[src/rtl/wdc_pkg.sv]
package wdc_pkg;

   typedef enum logic [2:0] {
      A_CTRL = 3'd0,
      A_CNTL = 3'd1,
      A_CNTH = 3'd2,
      A_MODE = 3'd3,
      A_OFFS = 3'd4,
      A_KICK = 3'd5
   } wdc_addr_e;

   localparam int CTL_RUN     = 0;
   localparam int CTL_IDLE    = 1;
   localparam int CTL_SEL_LSB = 2;
   localparam int CTL_SEL_W   = 3;

endpackage

[src/rtl/wdc_counter.sv]
module wdc_counter #(
   parameter int DW = 8
) (
   input  logic          clk,
   input  logic          rst_n,
   input  logic          tick,
   input  logic          run,
   input  logic          lock,
   input  logic          wr_lo,
   input  logic          wr_hi,
   input  logic [DW-1:0] wdata,
   output logic [DW-1:0] cnt_lo,
   output logic [DW-1:0] cnt_hi,
   output logic          wrap
);
   localparam int CW = 2 * DW;

   logic step;
   assign step = run & tick;
   assign wrap = step & (&cnt_lo);

   always_ff @(posedge clk or negedge rst_n) begin
      if (!rst_n) begin
         cnt_lo <= '0;
         cnt_hi <= '0;
      end else begin
         if (step)
            {cnt_hi, cnt_lo} <= {cnt_hi, cnt_lo} + CW'(1);
         if (wr_lo && !lock)
            cnt_lo <= wdata;
         if (wr_hi && !lock)
            cnt_hi <= wdata;
      end
   end
endmodule

[src/rtl/wdc_compare.sv]
module wdc_compare #(
   parameter int DW = 8
) (
   input  logic          clk,
   input  logic          rst_n,
   input  logic          armed,
   input  logic          wrap,
   input  logic [DW-1:0] cnt_hi,
   input  logic          wr_off,
   input  logic          wr_kick,
   input  logic [DW-1:0] wdata,
   output logic [DW-1:0] cmp_hi,
   output logic [DW-1:0] offset,
   output logic          hit
);
   logic [DW-1:0] reload;

   assign reload = cnt_hi + offset;
   assign hit    = armed & wrap & (cnt_hi == cmp_hi);

   always_ff @(posedge clk or negedge rst_n) begin
      if (!rst_n) begin
         cmp_hi <= '0;
         offset <= '0;
      end else begin
         if (wr_off && !armed)
            offset <= wdata;
         if (wr_kick)
            cmp_hi <= armed ? reload : wdata;
      end
   end
endmodule

[src/rtl/wdc_ctrl.sv]
module wdc_ctrl
   import wdc_pkg::*;
#(
   parameter int          DW       = 8,
   parameter logic [DW-1:0] SWT_MODE = 8'h48
) (
   input  logic                 clk,
   input  logic                 rst_n,
   input  logic                 hit,
   input  logic                 wr_ctl,
   input  logic                 wr_mode,
   input  logic [DW-1:0]        wdata,
   output logic                 armed,
   output logic                 run_sw,
   output logic                 idle,
   output logic [CTL_SEL_W-1:0] clk_sel,
   output logic [DW-1:0]        mode_rd
);
   logic [DW-1:0] mode_q;

   always_ff @(posedge clk or negedge rst_n) begin
      if (!rst_n) begin
         armed   <= 1'b1;
         run_sw  <= 1'b0;
         idle    <= 1'b0;
         clk_sel <= '0;
         mode_q  <= '0;
      end else begin
         if (hit)
            armed <= 1'b1;
         else if (wr_ctl)
            armed <= wdata[DW-1];
         if (wr_ctl)
            run_sw <= wdata[CTL_RUN];
         if (wr_ctl && !armed) begin
            idle    <= wdata[CTL_IDLE];
            clk_sel <= wdata[CTL_SEL_LSB +: CTL_SEL_W];
         end
         if (wr_mode && !armed)
            mode_q <= wdata;
      end
   end

   assign mode_rd = armed ? SWT_MODE : mode_q;
endmodule

[src/rtl/cmp_watchdog.sv]
module cmp_watchdog
   import wdc_pkg::*;
#(
   parameter int            DW        = 8,
   parameter int            AW        = 3,
   parameter logic [DW-1:0] SWT_MODE  = 8'h48,
   parameter bit            SYNC_READ = 1'b0
) (
   input  logic          clk,
   input  logic          rst_n,
   input  logic          tick,
   input  logic          wr_en,
   input  logic [AW-1:0] wr_addr,
   input  logic [DW-1:0] wr_data,
   input  logic [AW-1:0] rd_addr,
   output logic [DW-1:0] rd_data,
   output logic          wdt_rst
);
   if (DW < 8 || DW > 16) begin : g_bad_dw
      $error("cmp_watchdog: DW must lie in 8..16");
   end
   if (AW < 3) begin : g_bad_aw
      $error("cmp_watchdog: AW must be at least 3");
   end

   logic                 armed, run_sw, idle, wrap, hit, fire_q;
   logic [CTL_SEL_W-1:0] clk_sel;
   logic [DW-1:0]        cnt_lo, cnt_hi, cmp_hi, offset, mode_rd, ctrl_rd, rd_mux;
   logic                 wr_ctl, wr_cntl, wr_cnth, wr_mode, wr_offs, wr_kick;

   assign wr_ctl  = wr_en && (wr_addr == AW'(A_CTRL));
   assign wr_cntl = wr_en && (wr_addr == AW'(A_CNTL));
   assign wr_cnth = wr_en && (wr_addr == AW'(A_CNTH));
   assign wr_mode = wr_en && (wr_addr == AW'(A_MODE));
   assign wr_offs = wr_en && (wr_addr == AW'(A_OFFS));
   assign wr_kick = wr_en && (wr_addr == AW'(A_KICK));

   wdc_ctrl #(.DW(DW), .SWT_MODE(SWT_MODE)) u_ctrl (
      .clk     (clk),
      .rst_n   (rst_n),
      .hit     (hit),
      .wr_ctl  (wr_ctl),
      .wr_mode (wr_mode),
      .wdata   (wr_data),
      .armed   (armed),
      .run_sw  (run_sw),
      .idle    (idle),
      .clk_sel (clk_sel),
      .mode_rd (mode_rd)
   );

   wdc_counter #(.DW(DW)) u_cnt (
      .clk    (clk),
      .rst_n  (rst_n),
      .tick   (tick),
      .run    (run_sw | armed),
      .lock   (armed),
      .wr_lo  (wr_cntl),
      .wr_hi  (wr_cnth),
      .wdata  (wr_data),
      .cnt_lo (cnt_lo),
      .cnt_hi (cnt_hi),
      .wrap   (wrap)
   );

   wdc_compare #(.DW(DW)) u_cmp (
      .clk     (clk),
      .rst_n   (rst_n),
      .armed   (armed),
      .wrap    (wrap),
      .cnt_hi  (cnt_hi),
      .wr_off  (wr_offs),
      .wr_kick (wr_kick),
      .wdata   (wr_data),
      .cmp_hi  (cmp_hi),
      .offset  (offset),
      .hit     (hit)
   );

   always_ff @(posedge clk or negedge rst_n) begin
      if (!rst_n) fire_q <= 1'b0;
      else        fire_q <= hit;
   end
   assign wdt_rst = fire_q;

   always_comb begin
      ctrl_rd                              = '0;
      ctrl_rd[CTL_RUN]                     = run_sw;
      ctrl_rd[CTL_IDLE]                    = idle;
      ctrl_rd[CTL_SEL_LSB +: CTL_SEL_W]    = clk_sel;
      ctrl_rd[DW-1]                        = armed;
   end

   always_comb begin
      case (rd_addr)
         AW'(A_CTRL): rd_mux = ctrl_rd;
         AW'(A_CNTL): rd_mux = cnt_lo;
         AW'(A_CNTH): rd_mux = cnt_hi;
         AW'(A_MODE): rd_mux = mode_rd;
         AW'(A_OFFS): rd_mux = offset;
         AW'(A_KICK): rd_mux = cmp_hi;
         default:     rd_mux = '0;
      endcase
   end

   if (SYNC_READ) begin : g_rd_reg
      always_ff @(posedge clk or negedge rst_n) begin
         if (!rst_n) rd_data <= '0;
         else        rd_data <= rd_mux;
      end
   end else begin : g_rd_comb
      assign rd_data = rd_mux;
   end
endmodule

[config.mk]
export PLATFORM = sky130hd
export DESIGN_NAME = cmp_watchdog
export DESIGN_NICKNAME = d
export VERILOG_FILES = /design/src/rtl/wdc_pkg.sv /design/src/rtl/wdc_counter.sv /design/src/rtl/wdc_compare.sv /design/src/rtl/wdc_ctrl.sv /design/src/rtl/cmp_watchdog.sv
export SDC_FILE = /design/constraint.sdc
export NUM_CORES = 1
export LEC_CHECK = 0
export ABC_CLOCK_PERIOD_IN_PS = 2600
export BUFFER_PORTS_ARGS = -buffer_cell sky130_fd_sc_hd__buf_4
export CAP_MARGIN = 20
export CORE_AREA = 2 2 80 82
export DETAILED_ROUTE_END_ITERATION = 6
export DIE_AREA = 0 0 82 84
export PLACE_DENSITY = 0.79
export RECOVER_POWER = 25
export SETUP_SLACK_MARGIN = 0.05
export SLEW_MARGIN = 20
export SYNTH_ARGS = -nofsm -noshare
export SYNTH_HDL_FRONTEND = slang
export SYNTH_SLANG_ARGS = --single-unit
[constraint.sdc]
create_clock -name clk -period 2.6 [get_ports clk]
set_input_delay 0.13 -clock clk [delete_from_list [all_inputs] [get_ports clk]]
set_output_delay 0.13 -clock clk [all_outputs]
set_load 0.02 [all_outputs]
==> flow_metrics.py, run 1 <==
metrics = {
    "sta": {
        "setup_repair_after_global_routing_missed_its_margin": "no",
        "timing.final.crit_share_pct": 83.0,
        "tns_ps": 0,
        "final_period_minus_worst_setup_slack_ps": 2160,
        "final.setup_skew_ps": 13.5,
        "fmax_mhz": 464,
        "total_count_of_max_transition_violations_in_the_final_report": 0,
        "hold_viol": 0,
        "worst-slew-pin-transition_ps": 1190,
        "setup_viol": 0,
        "whs_ps": 64.5,
        "worst_slew_margin_rel_pct": 20.7,
        "setup_slack_ps": 443,
    },
    "clocking": {
        "cts_sinks": 47,
        "number_of_buffers_added_by_the_clock_tree_synthesis_step": 5,
        "cts_root_buffer": "clkbuf_8",
        "reg_clk_slew_reported_paths_ps": 90,
        "cts_resized": 0,
        "worst_skew_pair.late_latency_ps": 310,
        "tritoncts": "done",
        "clock_tree.htree_level_count": 2,
        "cts_hold_buf": 1,
        "cts_setup_buffers": 0,
        "max-clock-path-buffers": 2,
    },
    "cells_and_area": {
        "layout.cells.most_common": "dfrtp_1",
        "layout.cells.non_filler": 409,
        "areaGrowthSynthToFinish_pct": 13.0,
        "insertedDiodeCount": 0,
        "final_layout_size_suffix_gt1_share_pct": 22.6,
        "post_layout_inst_area_um2": 3320,
        "finish.net_count": 358,
        "layout.cells.most_common_list": "dfrtp_1, nand2_1, buf_4",
        "utilization_pct": 54.5,
    },
    "grt": {
        "globalRouteOverflowTotal": 0,
        "grt_first_pass_wirelength_mm": 11.9,
        "grt_antenna_before_repair": 0,
        "grt.total_usage_pct": 22.8,
        "grt_start_max_net_pins": 48,
        "via_count_of_the_first_global_routing_pass": 2327,
    },
    "placement": {
        "dp_hpwl_mm": 5.21,
        "detailedPlace.worstSlack_ps": 582,
        "place_congestion": 0.956,
        "portBuffers": 26,
        "instance_count_after_placement_with_tap_cells_included": 400,
        "placed_area_um2": 3200,
    },
    "routing": {
        "drcViolationCount": 0,
        "vias": 2428,
        "ant_nets": 0,
        "vias_per_cell": 5.94,
        "drt-wirelength-per-cell_um": 18.2,
        "drt_pre_antenna_iters": 4,
        "number_of_violations_reported_at_the_end_of_detailed_routing_iteration_0": 158,
        "routed_wl_mm": 7.45,
    },
    "floorplanning": {
        "chipHeight_um": 84,
        "initial_core_util_pct": 48.3,
        "die-width_um": 82,
        "io_pins": 27,
        "fp.dieArea_um2": 6890,
        "std_cell_rows": 29,
        "core_um2": 6100,
    },
    "yosys": {
        "syn-cell-area_um2": 2940,
        "synth_top_cells_by_area": "dfrtp_1, mux2_2, xnor2_1",
        "ys_seq_area_share_pct": 40.0,
        "yosys.area.top_type_share_pct": 39.1,
        "synth_area_per_cell_um2": 9.61,
        "synth-warning-count": 0,
        "synthCells": 306,
        "synth_top_area_cell": "dfrtp_1",
        "synth_edf_count": 0,
        "post_synth_num_cell_types": 50,
        "ys_async_sr_fraction_pct": 100,
        "ys_seq_elements": 47,
        "ys_dominant_reg_cell": "dfrtp_1",
        "syn_nets": 333,
    },
    "critical_path": {
        "cp_cell_sequence": "nor2b_1, nand2_1, o21ai_0, a22oi_1, o22ai_1, buf_4",
        "critical_path_class": "register to output pin",
        "worst_setup_path_start_kind": "register",
        "path_max_fanout": 16,
        "required_ps": 2470,
        "cp_slowest_cell": "nor2b_1",
        "critPathTopFamily": "simple AND/OR/NAND/NOR gates",
        "worst_setup_path_end_kind": "output pin",
        "path_buf_inv": 1,
        "critical_path.max_stage_delay_ps": 600,
        "critical_path_arrival_ps": 2030,
    },
    "power_and_ir_drop": {
        "pwr_density_cell_nw_per_um2": 910,
        "irDropWorstVdd_v": 0.000359,
        "static_leakage_power_nw": 1.40,
        "total_power_mw": 3.03,
    },
    "hold_path": {
        "hold_path_class": "input port to register",
    },
    "run": {
        "cap_violations": 0,
    },
    "status": {
        "run_status": "finished, final reports clean",
    },
}
==> cell usage after synthesis (2+ instances only) <==
cell / instances
dfrtp_1: 46
nand2_1: 39
mux2_2: 25
nor2_1: 21
o21ai_0: 21
xnor2_1: 17
a21oi_1: 14
inv_1: 11
ha_1: 8
o22ai_1: 8
nor2b_1: 7
buf_2: 6
mux2i_1: 6
nand4_1: 6
xor2_1: 6
clkbuf_1: 5
nor3_1: 5
a211o_1: 4
mux4_2: 4
o21a_1: 4
o21ai_1: 4
a211oi_1: 3
nand3_1: 3
a22oi_1: 2
a31oi_1: 2
and3_1: 2
nor3b_1: 2
o21ai_2: 2
or3_1: 2
==> tightest hold or removal path: cells and delay by family <==
| kind | cells | cell delay [ps] |
|---|---|---|
| buffers and inverters | 1 | 110 |
| and+or+nand+nor | 1 | 60 |
| AOI/OAI and AO/OA | 1 | 50 |
==> cell families (layout without fill, tap and decap cells) <==
| group | after synthesis | after routing | synth area share (%) |
|---|---|---|---|
| mux | 35 | 35 | 14.7 |
| simple gates | 101 | 101 | 17.1 |
| buf+inv | 22 | 48 | 3.06 |
| compound gates | 69 | 69 | 14.2 |
| xor+xnor | 23 | 23 | 6.85 |
| flops | 47 | 47 | 40.0 |
| fa+ha+maj | 9 | 9 | 4.08 |
==> state kept, by name, indices dropped and copies added, names as in the netlist, 3 cells and up <==
| register | cells |
|---|---|
| u_cnt.cnt_lo | 8 |
| u_cmp.offset | 8 |
| u_cmp.cmp_hi | 8 |
| u_cnt.cnt_hi | 8 |
| u_ctrl.mode_q | 8 |
| u_ctrl.clk_sel | 3 |
==> path summary, 6_finish.rpt <==
check / cells after the start / end / from / slack, ps
max: 6 / rd_data[4] / u_ctrl.armed / 440
min: 3 / u_cnt.cnt_hi[5] / wr_data[5] / 60
max reg2reg: 8 / u_cmp.cmp_hi[4] / u_cnt.cnt_hi[0] / 530
min reg2reg: 1 / u_ctrl.clk_sel[2] / u_ctrl.clk_sel[2] / 510
max in group asynchronous: 2 / u_ctrl.mode_q[1] / rst_n / 1270
min in group asynchronous: 2 / u_cnt.cnt_hi[7] / rst_n / 610
==> power breakdown <==
group	internal [mW]	switching, mW
clock	0.312	0.256
sequential	0.990	0.312
combinational	0.594	0.564
==> final cells by class <==
cell class                 instances  area (µm²)
clock buffer                       6        82.6
tap                               77        96.3
timing repair buffer              29         218
clock inverter                     2        35.0
multi-input combinational        237        1670
sequential                        47        1180
inverter                          11        41.3
fill                             558        2770
==> per-layer routing <==
| layer | vias to the layer above | wire length, µm | GRT usage, % |
|---|---|---|---|
| met5 | - | 0 | 0 |
| met1 | 1190 | 3170 | 31.7 |
| met3 | 8 | 514 | 3.35 |
| met4 | 0 | 86 | 6.52 |
| li1 | 1140 | - | - |
| met2 | 90 | 3680 | 36.8 |
Note: power is estimated with default switching activity, not from simulation.
==> run 2: changes to the inputs <==
- ABC_CLOCK_PERIOD_IN_PS: 2600 -> 1900
- PLACE_DENSITY: 0.79 -> 0.81
- clock period: 2.6 -> 1.9 ns (I/O delays scaled with it)
==> run 2 against run 1 <==
  * Cell count is 5.1% higher
  * Clock skew is 3.3 ps lower
  * Global-route usage grew 1.9 points
  * Sequential power grew 33%
  * First-iteration DRC count grew 99%
  * Register-to-register slack lost 450 ps
  * Highest routed layer unchanged
==> flow_metrics.py, run 2 (synthesis results as in run 1) <==
metrics = {
    "power_and_ir_drop": {
        "pwr_density_cell_nw_per_um2": 1260,
        "total_power_mw": 4.53,
        "static_leakage_power_nw": 1.53,
        "irDropWorstVdd_v": 0.000526,
    },
    "clocking": {
        "clock_tree.htree_level_count": 2,
        "cts_sinks": 47,
        "tritoncts": "done",
        "max-clock-path-buffers": 2,
        "worst_skew_pair.late_latency_ps": 310,
        "reg_clk_slew_reported_paths_ps": 90,
        "number_of_buffers_added_by_the_clock_tree_synthesis_step": 5,
        "cts_root_buffer": "clkbuf_8",
    },
    "sta": {
        "hold_viol": 0,
        "final_period_minus_worst_setup_slack_ps": 1850,
        "timing.final.crit_share_pct": 97.2,
        "total_count_of_max_transition_violations_in_the_final_report": 0,
        "final.setup_skew_ps": 10.3,
        "worst-slew-pin-transition_ps": 1200,
        "tns_ps": 0,
        "setup_viol": 0,
        "worst_slew_margin_rel_pct": 19.8,
        "setup_repair_after_global_routing_missed_its_margin": "yes",
        "fmax_mhz": 541,
    },
    "routing": {
        "vias": 2574,
        "routed_wl_mm": 8.19,
        "drcViolationCount": 0,
        "drt-wirelength-per-cell_um": 19.0,
        "number_of_violations_reported_at_the_end_of_detailed_routing_iteration_0": 315,
        "vias_per_cell": 5.99,
        "ant_nets": 0,
        "drt_pre_antenna_iters": 4,
    },
    "run": {
        "cap_violations": 0,
    },
    "grt": {
        "globalRouteOverflowTotal": 0,
        "grt_first_pass_wirelength_mm": 12.8,
        "grt_antenna_before_repair": 0,
        "grt_start_max_net_pins": 48,
        "via_count_of_the_first_global_routing_pass": 2573,
        "grt.total_usage_pct": 24.7,
    },
    "cells_and_area": {
        "areaGrowthSynthToFinish_pct": 21.7,
        "final_layout_size_suffix_gt1_share_pct": 30.3,
        "layout.cells.most_common": "dfrtp_1",
        "post_layout_inst_area_um2": 3580,
        "finish.net_count": 379,
        "layout.cells.most_common_list": "dfrtp_1, buf_4, nand2_1",
        "insertedDiodeCount": 0,
    },
    "floorplanning": {
        "core_um2": 6100,
        "chipHeight_um": 84,
        "fp.dieArea_um2": 6890,
        "die-width_um": 82,
        "io_pins": 27,
        "std_cell_rows": 29,
        "initial_core_util_pct": 48.3,
    },
    "critical_path": {
        "critical_path.max_stage_delay_ps": 460,
        "cp_slowest_cell": "mux4_2",
        "critical_path_class": "register to output pin",
        "critical_path_arrival_ps": 1750,
        "worst_setup_path_end_kind": "output pin",
        "cp_cell_sequence": "buf_12, buf_6, mux4_2, inv_2, o22ai_1, buf_4",
        "worst_setup_path_start_kind": "register",
        "required_ps": 1800,
        "path_max_fanout": 9,
    },
    "placement": {
        "placed_area_um2": 3310,
        "dp_hpwl_mm": 5.54,
        "portBuffers": 26,
        "place_congestion": 0.936,
    },
    "hold_path": {
        "hold_path_class": "input port to register",
    },
    "status": {
        "run_status": "finished, final reports clean",
    },
}
[run 2: critical path, delay by kind of cell, from the launching register on]
kind	cells	cell delay (ps)
flip-flops	1	400
buffers and inverters	4	500
AO/OA/AOI/OAI	1	80
multiplexers	1	460
[run 2: per-layer routing]
layer | track usage, % | part of all wire, % | routed length, µm
met5 | 0 | 0 | 0
met4 | 10.3 | 3.1 | 257
met1 | 33.8 | 43 | 3490
met3 | 3.25 | 5.0 | 406
met2 | 39.1 | 49 | 4040
[run 2: area by class of cell]
class | instances | area, µm²
multi-input combinational | 237 | 1750
clock buffer | 6 | 82.6
tap | 77 | 96.3
sequential | 47 | 1180
inverter | 11 | 41.3
fill | 505 | 2510
timing repair buffer | 50 | 395
clock inverter | 2 | 35.0
[run 2: worst paths after layout]
path	startpoint	to	slack, ps	cells after the start
worst max-delay path	u_ctrl.armed	rd_data[7]	50	6
worst min-delay path	wr_data[6]	u_cnt.cnt_lo[6]	40	3
worst max register to register	u_cmp.offset[1]	u_cmp.cmp_hi[5]	80	6
worst min register to register	u_ctrl.mode_q[3]	u_ctrl.mode_q[3]	520	1
max in group asynchronous	rst_n	u_cnt.cnt_lo[2]	610	2
min in group asynchronous	rst_n	u_ctrl.mode_q[7]	550	2
[run 2: metrics by stage]
step	util (%)	hold slack, ps	cells	worst slack [ps]
2_1_floorplan	-	-201	306	139
3_3_place_gp	54.3	146	415	103
3_5_place_dp	54.3	147	415	23.6
4_1_cts	57.3	39.2	428	36.2
5_1_grt	58.7	45.5	430	4.88
6_report	58.7	36.7	430	53.2
[run 2: repair_timing]
| action | in CTS | in global routing |
|---|---|---|
| endpoints found under the setup margin | 8 | 9 |
| endpoints found under the hold margin | 46 | 0 |
| gates resized for setup | 8 | 13 |
| buffers inserted | 4 | 2 |
| pin swaps | 3 | 7 |
| hold buffers | 1 | 0 |
[run 2: power breakdown]
part	switching, mW	internal, mW	total, mW
clock	0.354	0.426	0.780
combinational	0.966	1.05	2.02
sequential	0.372	1.35	1.73
==> run 3: changes to the inputs <==
- CORE_AREA: 2 2 80 82 -> 2 2 66 99
- DIE_AREA: 0 0 82 84 -> 0 0 68 101
==> run 3 against run 2 <==
  * Register-to-register slack worse by 30 ps
  * Via count is 1.6% higher
  * Wire length is 1.9% lower
  * Total power is 2.4% lower
  * First-iteration DRC count is 27% lower
  * Sequential cell count stayed put
  * Die area is 0.29% lower
  * Cell count is 0.93% higher
  * Sequential share of layout area is 0.15 points lower
  * Worst setup slack worse by 4.4 ps
  * Critical path depth stayed put
  * Highest routed layer unchanged
==> flow_metrics.py, run 3 (synthesis results as in run 1) <==
metrics = {
    "hold_path": {
        "hold_path_class": "input port to register",
    },
    "critical_path": {
        "path_max_fanout": 3,
        "critical_path_class": "register to register",
        "required_ps": 2120,
        "critical_path.max_stage_delay_ps": 410,
        "worst_setup_path_start_kind": "register",
        "worst_setup_path_end_kind": "register",
        "cp_cell_sequence": "ha_1, a211o_1, a211oi_4, or3b_4, a31oi_2, o21ai_1",
        "path_buf_inv": 0,
        "critical_path_arrival_ps": 2070,
        "cp_slowest_cell": "dfrtp_1",
        "critPathTopFamily": "compound AO/OA/AOI/OAI gates",
    },
    "clocking": {
        "max-clock-path-buffers": 2,
        "reg_clk_slew_reported_paths_ps": 90,
        "clock_tree.htree_level_count": 2,
        "worst_skew_pair.late_latency_ps": 300,
        "number_of_buffers_added_by_the_clock_tree_synthesis_step": 5,
        "tritoncts": "done",
        "cts_root_buffer": "clkbuf_8",
        "cts_sinks": 47,
    },
    "cells_and_area": {
        "final_layout_size_suffix_gt1_share_pct": 30.8,
        "areaGrowthSynthToFinish_pct": 22.3,
        "finish.net_count": 386,
        "insertedDiodeCount": 0,
        "layout.filler_cells": 468,
        "layout.cells.most_common": "buf_4",
        "utilization_pct": 59.5,
        "layout.cells.most_common_list": "buf_4, dfrtp_1, nand2_1",
    },
    "routing": {
        "number_of_violations_reported_at_the_end_of_detailed_routing_iteration_0": 229,
        "routed_wl_mm": 8.04,
        "drcViolationCount": 0,
        "vias": 2615,
        "vias_per_cell": 6.03,
        "drt-wirelength-per-cell_um": 18.5,
        "drt_pre_antenna_iters": 5,
        "ant_nets": 0,
    },
    "power_and_ir_drop": {
        "pwr_density_cell_nw_per_um2": 1230,
        "irDropWorstVdd_v": 0.000410,
        "total_power_mw": 4.42,
        "static_leakage_power_nw": 1.54,
    },
    "floorplanning": {
        "die-width_um": 68,
        "initial_core_util_pct": 48.7,
        "chipHeight_um": 101,
        "std_cell_rows": 35,
        "io_pins": 27,
        "fp.dieArea_um2": 6870,
        "core_um2": 6040,
    },
    "sta": {
        "total_count_of_max_transition_violations_in_the_final_report": 0,
        "fmax_mhz": 540,
        "worst_slew_margin_rel_pct": 20.6,
        "timing.final.crit_share_pct": 97.4,
        "hold_viol": 0,
        "setup_repair_after_global_routing_missed_its_margin": "yes",
        "final_period_minus_worst_setup_slack_ps": 1850,
        "tns_ps": 0,
        "final.setup_skew_ps": 9.11,
        "setup_viol": 0,
        "worst-slew-pin-transition_ps": 1190,
    },
    "grt": {
        "globalRouteOverflowTotal": 0,
        "grt_antenna_before_repair": 0,
        "grt_first_pass_wirelength_mm": 12.2,
        "via_count_of_the_first_global_routing_pass": 2527,
        "grt_start_max_net_pins": 48,
        "grt.total_usage_pct": 23.8,
    },
    "placement": {
        "portBuffers": 26,
        "place_congestion": 0.891,
        "dp_hpwl_mm": 5.67,
    },
    "run": {
        "cap_violations": 0,
    },
    "status": {
        "run_status": "finished, final reports clean",
    },
}
run 3: cell count changes in the layout (fill, tap and decap cells not counted), sizes merged:
cell and delta:
clkinv -1, clkbuf +2, buf +7, bufinv -1
run 3: path summary, 6_finish.rpt:
path	slack, ps	cells after the start	end	startpoint
max	50	6	u_cmp.cmp_hi[5]	u_cmp.offset[1]
min	40	3	u_cnt.cnt_hi[5]	wr_data[5]
max reg2reg	50	6	u_cmp.cmp_hi[5]	u_cmp.offset[1]
min reg2reg	520	1	u_ctrl.mode_q[3]	u_ctrl.mode_q[3]
max in group asynchronous	620	2	u_cmp.cmp_hi[5]	rst_n
min in group asynchronous	560	2	u_ctrl.mode_q[5]	rst_n
run 3: layout make-up:
class	count	area, µm²	area share, %
multi-input cells	237	1760	48.9
flip-flops and latches	47	1180	32.7
repair buffers	57	447	12.4
well taps	74	92.6	2.57
clock buffers	8	80.1	2.23
inverters	11	41.3	1.15
run 3: repair_timing:
item / in CTS / in global routing
cloned: 0 / 0
hold buffers: 1 / 0
setup endpoints to repair: 6 / 9
pin swaps: 7 / 12
endpoints found under the hold margin: 46 / 0
buffers inserted: 6 / 5
resized for setup: 6 / 17
run 3: worst min-delay path: stages:
cell and delay [ps]:
buf_4 110, nand2_1 60, o21ai_2 50
run 3: report_power, final:
group / internal [mW] / switching, mW / total [mW] / leakage (nW)
Sequential: 1.35 / 0.392 / 1.75 / 0.580
Clock: 0.262 / 0.338 / 0.600 / 0.0395
Combinational: 1.10 / 0.967 / 2.07 / 0.917
Total: 2.72 / 1.70 / 4.42 / 1.54
run 3: per-layer routing:
layer | vias up | GRT usage (%) | wire length, µm
li1 | 1198 | - | -
met1 | 1261 | 27.0 | 2960
met2 | 113 | 41.4 | 4290
met3 | 43 | 3.80 | 419
met4 | 0 | 12.5 | 367
met5 | - | 0 | 0
run 3: through the flow:
stage / cell area, µm² / hold slack [ps] / setup WS (ps) / instances
floorplan: 2940 / -201 / 139 / 306
global placement: 3330 / 145 / 31.3 / 415
detailed placement: 3330 / 144 / 13.7 / 415
CTS: 3500 / 43.8 / 44.3 / 429
global route: 3600 / 51.5 / 6.34 / 434
finish: 3600 / 44.0 / 48.8 / 434
